`src/rtl/rx_ring_pkg.sv`:
```
package rx_ring_pkg;
  localparam logic [15:0] LEN_BUSY = 16'hFFF0;
  localparam int ST_OK_BIT  = 0;
  localparam int ST_ERR_BIT = 1;

  typedef enum logic [1:0] {
    WS_ARM,
    WS_IDLE,
    WS_BODY,
    WS_FIN
  } wstate_e;
endpackage

```
`src/rtl/rx_ring_rdptr.sv`:
```
module rx_ring_rdptr #(
  parameter int AW = 13
) (
  input  logic          clk_i,
  input  logic          rst_ni,
  input  logic          we_i,
  input  logic [AW-1:0] wdata_i,
  input  logic [AW-1:0] wr_pos_i,
  output logic [AW-1:0] rd_reg_o,
  output logic [AW:0]   space_o,
  output logic          empty_o
);
  logic [AW-1:0] rd_pos, diff;

  always_ff @(posedge clk_i or negedge rst_ni) begin
    if (!rst_ni)   rd_reg_o <= {AW{1'b1}} << 4;
    else if (we_i) rd_reg_o <= wdata_i;
  end

  always_comb begin
    rd_pos  = rd_reg_o + AW'(16);
    diff    = rd_pos - wr_pos_i;
    empty_o = (diff == '0);
    space_o = empty_o ? {1'b1, {AW{1'b0}}} : {1'b0, diff};
  end


  rdreg_chk: assert property (@(posedge clk_i) disable iff (!rst_ni)
    we_i |=> rd_reg_o == $past(wdata_i));
endmodule

```
`src/rtl/rx_ring_miss.sv`:
```
module rx_ring_miss #(
  parameter int W = 16
) (
  input  logic         clk_i,
  input  logic         rst_ni,
  input  logic         inc_i,
  output logic [W-1:0] cnt_o
);
  always_ff @(posedge clk_i or negedge rst_ni) begin
    if (!rst_ni)    cnt_o <= '0;
    else if (inc_i) cnt_o <= cnt_o + W'(1);
  end


  miss_step_chk: assert property (@(posedge clk_i) disable iff (!rst_ni)
    inc_i |=> cnt_o == $past(cnt_o) + W'(1));
endmodule

```
`src/rtl/rx_ring_wr.sv`:
```
module rx_ring_wr
  import rx_ring_pkg::*;
#(
  parameter int AW     = 13,
  parameter int ADDR_W = 32
) (
  input  logic              clk_i,
  input  logic              rst_ni,
  input  logic [ADDR_W-1:0] base_addr_i,
  input  logic              rx_valid_i,
  input  logic [7:0]        rx_data_i,
  input  logic              rx_last_i,
  input  logic              rx_err_i,
  input  logic [AW:0]       space_i,
  output logic [AW-1:0]     wr_pos_o,
  output logic              mem_we_o,
  output logic [ADDR_W-1:0] mem_addr_o,
  output logic [3:0]        mem_be_o,
  output logic [31:0]       mem_wdata_o,
  output logic              irq_ok_o,
  output logic              irq_err_o,
  output logic              drop_o
);
  localparam int LW = AW + 1;

  wstate_e       state;
  logic [LW-1:0] len_q, len_n;
  logic          err_q, drop_q;
  logic [AW-1:0] cursor, rec, step, next_pos;
  logic [AW+1:0] need, room;
  logic          fits;
  logic [15:0]   hdr_lo;

  always_comb begin
    len_n    = len_q + LW'(1);
    cursor   = wr_pos_o + AW'(4) + len_q[AW-1:0];
    need     = {1'b0, len_n} + (AW+2)'(8);
    room     = {1'b0, space_i};
    fits     = (need <= room);
    rec      = len_q[AW-1:0] + AW'(7);
    step     = {rec[AW-1:2], 2'b00};
    next_pos = wr_pos_o + step;
    hdr_lo   = '0;
    hdr_lo[ST_OK_BIT]  = ~err_q;
    hdr_lo[ST_ERR_BIT] = err_q;
  end

  always_ff @(posedge clk_i or negedge rst_ni) begin
    if (!rst_ni) begin
      state       <= WS_ARM;
      wr_pos_o    <= '0;
      len_q       <= '0;
      err_q       <= 1'b0;
      drop_q      <= 1'b0;
      mem_we_o    <= 1'b0;
      mem_addr_o  <= '0;
      mem_be_o    <= '0;
      mem_wdata_o <= '0;
      irq_ok_o    <= 1'b0;
      irq_err_o   <= 1'b0;
      drop_o      <= 1'b0;
    end else begin
      mem_we_o  <= 1'b0;
      irq_ok_o  <= 1'b0;
      irq_err_o <= 1'b0;
      drop_o    <= 1'b0;
      case (state)
        WS_ARM: begin
          mem_we_o    <= 1'b1;
          mem_addr_o  <= base_addr_i + ADDR_W'(wr_pos_o);
          mem_be_o    <= 4'hF;
          mem_wdata_o <= {LEN_BUSY, 16'h0000};
          len_q       <= '0;
          err_q       <= 1'b0;
          drop_q      <= 1'b0;
          state       <= WS_IDLE;
        end
        WS_IDLE, WS_BODY: begin
          if (rx_valid_i) begin
            len_q <= len_n;
            if (!drop_q && fits) begin
              mem_we_o    <= 1'b1;
              mem_addr_o  <= base_addr_i + ADDR_W'({cursor[AW-1:2], 2'b00});
              mem_be_o    <= 4'b0001 << cursor[1:0];
              mem_wdata_o <= {4{rx_data_i}};
            end else begin
              drop_q <= 1'b1;
            end
            if (rx_last_i) begin
              err_q <= rx_err_i;
              state <= WS_FIN;
            end else begin
              state <= WS_BODY;
            end
          end
        end
        WS_FIN: begin
          if (drop_q) begin
            drop_o <= 1'b1;
          end else begin
            mem_we_o    <= 1'b1;
            mem_addr_o  <= base_addr_i + ADDR_W'(wr_pos_o);
            mem_be_o    <= 4'hF;
            mem_wdata_o <= {16'(len_q), hdr_lo};
            wr_pos_o    <= next_pos;
            irq_ok_o    <= ~err_q;
            irq_err_o   <= err_q;
          end
          state <= WS_ARM;
        end
        default: state <= WS_ARM;
      endcase
    end
  end


  align_chk: assert property (@(posedge clk_i) disable iff (!rst_ni)
    wr_pos_o[1:0] == 2'b00);

  irq_excl_chk: assert property (@(posedge clk_i) disable iff (!rst_ni)
    !(irq_ok_o && irq_err_o));

  hdr_final_chk: assert property (@(posedge clk_i) disable iff (!rst_ni)
    (irq_ok_o || irq_err_o) |-> mem_we_o && mem_be_o == 4'hF && mem_wdata_o[31:16] != LEN_BUSY);

  busy_next_chk: assert property (@(posedge clk_i) disable iff (!rst_ni)
    (irq_ok_o || irq_err_o || drop_o) |=> mem_we_o && mem_wdata_o == {LEN_BUSY, 16'h0000});

  gap_chk: assert property (@(posedge clk_i) disable iff (!rst_ni)
    (state == WS_FIN || state == WS_ARM) |-> !rx_valid_i);
endmodule

```
`src/rtl/rx_ring_writer.sv`:
```
module rx_ring_writer #(
  parameter int RING_BYTES = 8192,
  parameter int ADDR_W     = 32,
  parameter int MISS_W     = 16
) (
  input  logic              clk_i,
  input  logic              rst_ni,
  input  logic [ADDR_W-1:0] base_addr_i,
  input  logic              rx_valid_i,
  input  logic [7:0]        rx_data_i,
  input  logic              rx_last_i,
  input  logic              rx_err_i,
  input  logic              rd_ptr_we_i,
  input  logic [15:0]       rd_ptr_i,
  output logic [15:0]       rd_ptr_o,
  output logic [15:0]       wr_ptr_o,
  output logic              empty_o,
  output logic [MISS_W-1:0] missed_o,
  output logic              irq_rx_ok_o,
  output logic              irq_rx_err_o,
  output logic              mem_we_o,
  output logic [ADDR_W-1:0] mem_addr_o,
  output logic [3:0]        mem_be_o,
  output logic [31:0]       mem_wdata_o
);
  localparam int AW = $clog2(RING_BYTES);

  logic [AW-1:0] wr_pos, rd_reg;
  logic [AW:0]   space;
  logic          drop;

  generate
    if (AW < 16) begin : g_hi
      logic unused_hi;
      assign unused_hi = ^rd_ptr_i[15:AW];
    end
  endgenerate

  rx_ring_rdptr #(.AW(AW)) u_rdptr (
    .clk_i    (clk_i),
    .rst_ni   (rst_ni),
    .we_i     (rd_ptr_we_i),
    .wdata_i  (rd_ptr_i[AW-1:0]),
    .wr_pos_i (wr_pos),
    .rd_reg_o (rd_reg),
    .space_o  (space),
    .empty_o  (empty_o)
  );

  rx_ring_wr #(.AW(AW), .ADDR_W(ADDR_W)) u_wr (
    .clk_i       (clk_i),
    .rst_ni      (rst_ni),
    .base_addr_i (base_addr_i),
    .rx_valid_i  (rx_valid_i),
    .rx_data_i   (rx_data_i),
    .rx_last_i   (rx_last_i),
    .rx_err_i    (rx_err_i),
    .space_i     (space),
    .wr_pos_o    (wr_pos),
    .mem_we_o    (mem_we_o),
    .mem_addr_o  (mem_addr_o),
    .mem_be_o    (mem_be_o),
    .mem_wdata_o (mem_wdata_o),
    .irq_ok_o    (irq_rx_ok_o),
    .irq_err_o   (irq_rx_err_o),
    .drop_o      (drop)
  );

  rx_ring_miss #(.W(MISS_W)) u_miss (
    .clk_i  (clk_i),
    .rst_ni (rst_ni),
    .inc_i  (drop),
    .cnt_o  (missed_o)
  );

  assign rd_ptr_o = 16'(rd_reg);
  assign wr_ptr_o = 16'(wr_pos);


  drop_hold_chk: assert property (@(posedge clk_i) disable iff (!rst_ni)
    (missed_o != $past(missed_o)) |-> (wr_ptr_o == $past(wr_ptr_o)) && !irq_rx_ok_o && !irq_rx_err_o);

  ptr_move_chk: assert property (@(posedge clk_i) disable iff (!rst_ni)
    (wr_ptr_o != $past(wr_ptr_o)) |-> (irq_rx_ok_o || irq_rx_err_o));
endmodule

```
`config.mk`:
```
export PLATFORM = sky130hd
export DESIGN_NAME = rx_ring_writer
export DESIGN_NICKNAME = d
export VERILOG_FILES = /design/src/rtl/rx_ring_pkg.sv /design/src/rtl/rx_ring_rdptr.sv /design/src/rtl/rx_ring_miss.sv /design/src/rtl/rx_ring_wr.sv /design/src/rtl/rx_ring_writer.sv
export SDC_FILE = /design/constraint.sdc
export NUM_CORES = 1
export LEC_CHECK = 0
export BUFFER_PORTS_ARGS = -buffer_cell sky130_fd_sc_hd__buf_2
export CORE_ASPECT_RATIO = 1.1
export CORE_MARGIN = 2
export CORE_UTILIZATION = 25
export DETAILED_ROUTE_END_ITERATION = 16
export SETUP_SLACK_MARGIN = 0.02
export SLEW_MARGIN = 40
export SYNTH_ARGS = -nofsm -noshare
export SYNTH_HDL_FRONTEND = slang
export SYNTH_HIERARCHICAL = 1
export SYNTH_SLANG_ARGS = --single-unit
```
`constraint.sdc`:
```
create_clock -name clk_i -period 10.8 [get_ports clk_i]
set_clock_uncertainty 0.2 [all_clocks]
set_input_delay 2.7 -clock clk_i [delete_from_list [all_inputs] [get_ports clk_i]]
set_output_delay 2.7 -clock clk_i [all_outputs]
set_load 0.005 [all_outputs]
```
-- Yosys cells after proc, flatten, opt, wreduce, memory -nomap -nowiden
Cells that the tools add are included.
Widths: inputs -> output; s select.
- bitwise operators: 2
- shift operators: 1
- magnitude comparators: 1
- mux-type cells: 34
- reductions and logical operators: 11
- eq/ne operators: 8
- $add $sub $neg: 11
- operators by type and width (cell ; count):
    $mux 32 ; 6
    $pmux 32 s3 ; 2
    $add 32x13->32 ; 2
    $mux 14 ; 2
    $pmux 14 s2 ; 1
    $add 13x13->13 ; 2
    $add 13x3->13 const B ; 2
    $add 16x1->16 const B ; 1
    $add 14x4->15 const B ; 1
    $le 15x14->1 ; 1
    $add 14x1->14 const B ; 1
    $mux 1 ; 14
    $add 13x5->13 const B ; 1
    $logic_not 13->1 ; 1
    $sub 13x13->13 ; 1
    $mux 4 ; 3
    $pmux 4 s3 ; 1
    $reduce_and 3->1 ; 3
    $ne 2x2->1 const B ; 4
    $pmux 2 s3 ; 1
    $eq 2x2->1 const B ; 2
    $pmux 1 s2 ; 2
    $reduce_and 2->1 ; 2
    $shl 1x2->4 const A ; 1
    other kinds (10) ; 11
- register bits after elaboration: 132
- output and inout bits: 120
- logic and storage cells: 82
- input port bits: 62

-- Logic depth before layout (Yosys ltp)
- depth after elaboration: 9
- gate-level depth with buffers: 22

-- Modules after synthesis
The synthesis kept the hierarchy.
- modules (own cells, without submodules) (module ; seq. area each (um^2) ; area an instance (um^2) ; times used ; cells an instance):
    rx_ring_wr ; 2377.3 ; 7013.0 ; 1 ; 751
    rx_ring_rdptr ; 336.6 ; 1313.8 ; 1 ; 142
    rx_ring_miss ; 400.4 ; 695.7 ; 1 ; 56
    rx_ring_writer ; 0.0 ; 48.8 ; 1 ; 7

-- Worst setup path before layout
No wires, ideal clock.
- path kind: reg2out
- from: reg u_rdptr.rd_reg_o[1]
- to: out empty_o
- data required time: 7.900 ns
- setup slack: 4.643 ns
- arrival time: 3.257 ns
- stages on the path, launching flop included: 10
- path buffers: 0
- cells stage by stage: dfrtp_1 > ha_1 > ha_1 > inv_1 > fa_1 > nand2_8 > or4_1 > or4_1 > or4_1 > a2111oi_2
- cells in the longest elaborated chain, start to end: 3
- RTL lines (item ; line ; text):
    start: declaration ; rx_ring_rdptr.sv:9 ; output logic [AW-1:0] rd_reg_o,
    start signal: assignment ; rx_ring_rdptr.sv:16 ; if (!rst_ni) rd_reg_o <= {AW{1'b1}} << 4;
    start signal: assignment ; rx_ring_rdptr.sv:17 ; else if (we_i) rd_reg_o <= wdata_i;
    $add 13x5->13 ; rx_ring_rdptr.sv:21 ; rd_pos = rd_reg_o + AW'(16);
    $sub 13x13->13 ; rx_ring_rdptr.sv:22 ; diff = rd_pos - wr_pos_i;
    $logic_not 13->1 ; rx_ring_rdptr.sv:23 ; empty_o = (diff == '0);
    end: declaration ; rx_ring_writer.sv:17 ; output logic empty_o,
Every way passes these cells.

-- Final worst setup path
- from: reg u_wr.wr_pos_o[2]
- to: out empty_o
- cells in the longest elaborated chain, start to end: 2
- RTL lines (item ; line ; text):
    start: declaration ; rx_ring_wr.sv:15 ; output logic [AW-1:0] wr_pos_o,
    start signal: assignment ; rx_ring_wr.sv:105 ; wr_pos_o <= next_pos;
    $sub 13x13->13 ; rx_ring_rdptr.sv:22 ;
    $logic_not 13->1 ; rx_ring_rdptr.sv:23 ;
Every way passes these cells.

==> results_dict.tcl <==
set metrics [dict create \
    wirelength_um 24400 \
    post_cts_resized 0 \
    drt-pass1-iter-count 5 \
    io_buffer_count 170 \
    layout_commonest_cell "buf_2" \
    first_iter_violations 368 \
    grt_overflow 0 \
    grt_pass1_vias 7261 \
    avgSynthCellArea_um2 9.49 \
    rows 73 \
    grt_max_degree 70 \
    die_h_um 204 \
    gp_congestion 0.838 \
    clock.fmax_ghz 0.143 \
    relSlewSlack_pct 49.2 \
    post_cts.repair.setup_buffers 0 \
    synthesis.area_um2 9070 \
    clk_pin_slew_worst_paths_ns 0.07 \
    rsz0062_at_grt "false" \
    final_net_count 1255 \
    grt.total_usage_pct 13.1 \
    cts_tree "built" \
    detail_route.vias_per_cell 4.61 \
    setup_viol 0 \
    synthFlopType "dfrtp_1" \
    cp-start-kind "flop" \
    wl_per_cell_um 15.2 \
    period_share_pct 64.7 \
    worstMarginPinSlew_ns 0.762 \
    vdd_ir_drop_max_mv 0.186 \
    die_area_um2 37800 \
    placedInstanceArea_um2 10300 \
    cp.required_ns 7.90 \
    ys_async_sr_fraction_pct 100 \
    slew_viol_final 0 \
    reg2reg_slack_ns 4.89 \
    drive_above_1_share_pct 27.0 \
    antenna_left 0 \
    initial_core_util_pct 25.2 \
    core_region_area_um2 36000 \
    status "complete, no violations" \
    clock-root-buffer "clkbuf_16" \
    synth-warning-count 6 \
    powerDensity_nw_per_um2 254 \
    grt_pass1_wl_um 38500 \
    htreeDepth 4 \
    vias 7390 \
    synthCells 956 \
    ctsHoldBuffers 0 \
    area_growth_pct 20.1 \
    crit_type "reg -> out" \
    ys_seq_elements 124 \
    final_cell_area_um2 10900 \
    cts_buffers 17 \
    arrival_ns 4.09 \
    cts.sinks 124 \
    p_leak_nw 5.17 \
    synthDistinctLibCells 66 \
    post-dp-hpwl_um 18500 \
    grt_antenna_before_repair 2 \
    route.detailed.drc 0 \
    setup_tns_ns 0 \
    fp.dieW_um 186 \
    worstSetupEndpointType "output pin" \
    clock_path_buffers 2 \
    final.min_clock_period_ns 6.99 \
    cap_viol_max_count 0 \
    seq_area_frac_synth_pct 34.3 \
    layout_common_cells "buf_2, dfrtp_1, nand2_1" \
    synth_edf_count 0 \
    insertion_delay_ns 0.44 \
    pin_count 182 \
    hold_violations 0 \
    hp-class "reg -> reg" \
    worstPathMaxFanout 4 \
]
[worst paths after layout]
path,from,end,depth (start not counted)
min,u_miss/cnt_o[15],u_miss/cnt_o[15],1
max,u_wr/wr_pos_o[2],empty_o,10
min in group asynchronous,rst_ni,u_miss/cnt_o[11],1
max in group asynchronous,rst_ni,u_wr/mem_wdata_o[28],2
max reg2reg,u_wr/wr_pos_o[2],u_wr/mem_wdata_o[27],18
min reg2reg,u_miss/cnt_o[15],u_miss/cnt_o[15],1
[Yosys cell counts, drive strengths merged (13+ instances only)]
| cell type | instances | area share (%) |
|---|---|---|
| dfrtp | 115 | 32 |
| nand2 | 96 | 4.2 |
| ha | 85 | 12 |
| mux2 | 75 | 9.3 |
| inv | 71 | 2.9 |
| xnor2 | 62 | 6.0 |
| o21ai | 46 | 2.5 |
| a21oi | 44 | 2.4 |
| nor2 | 42 | 1.7 |
| nand3 | 36 | 2.0 |
| xor2 | 35 | 3.4 |
| clkbuf | 26 | 1.1 |
| buf | 24 | 2.1 |
| nor3 | 16 | 0.99 |
| a21o | 13 | 1.1 |
| nand4 | 13 | 1.1 |
[area by class of cell]
cell class,instances,area (µm²)
clock buffers,21,480
fillers,3851,25100
flip-flops and latches,124,3110
repair buffers,173,883
diodes,1,2.50
inverters,71,267
clock inverters,10,115
well taps,487,609
multi-input cells,717,5430
[kinds of logic after synthesis]
logic type      after synthesis  synth area share [%]
fa+ha+maj                    89                  12.6
simple gates                276                  15.5
mux                          86                  10.5
compound gates              161                  11.4
other cells                   2                0.0828
buf+inv                     121                  6.15
xor+xnor                     97                  9.37
flops                       124                  34.3
[report_power, final]
part	internal, mW	switching [mW]	leakage [nW]
sequential	0.626	0.124	1.54
clock	0.362	0.227	0.287
combinational	0.674	0.752	3.34
total	1.66	1.10	5.17
[metal layers]
metal	up-vias	share of wire [%]	global-route usage (%)
li1	3613	-	-
met1	3546	45	16.7
met2	210	49	22.2
met3	19	5.1	2.70
met4	2	1.1	3.99
met5	-	0.037	0
[flip-flops by register name, indices dropped and copies added, names as in the netlist]
| name | cells |
|---|---|
| u_wr/mem_addr_o | 32 |
| u_wr/mem_wdata_o | 26 |
| u_miss/cnt_o | 16 |
| u_wr/len_q | 14 |
| u_rdptr/rd_reg_o | 13 |
| u_wr/wr_pos_o | 11 |
| u_wr/mem_be_o | 4 |
| u_wr/state | 2 |
| u_wr/drop_o | 1 |
| u_wr/drop_q | 1 |
| u_wr/err_q | 1 |
| u_wr/irq_err_o | 1 |
| u_wr/irq_ok_o | 1 |
| u_wr/mem_we_o | 1 |
[stage by stage]
stage | hold slack, ns | std cells | util, % | setup WS (ns) | total power [mW]
CTS | 0.281 | 1603 | 30.3 | 3.72 | 2.81
global route | 0.303 | 1604 | 30.3 | 3.58 | 3.01
floorplan | 0.252 | 962 | - | 4.64 | 1.80
global placement | 0.257 | 1572 | 28.6 | 4.22 | 2.16
finish | 0.280 | 1604 | 30.3 | 3.81 | 2.76
detailed placement | 0.269 | 1572 | 28.6 | 4.21 | 2.20
[worst max-delay path: stages, from the launching register on]
cell       delay, ns
dfrtp_1         0.43
inv_1           0.06
ha_1            0.30
inv_1           0.06
fa_1            0.65
nand2_8         0.05
or4_1           0.39
or4_1           0.53
or4_1           0.54
a2111oi_2       0.42
buf_2           0.20
Power figures use the tool's default switching activity.
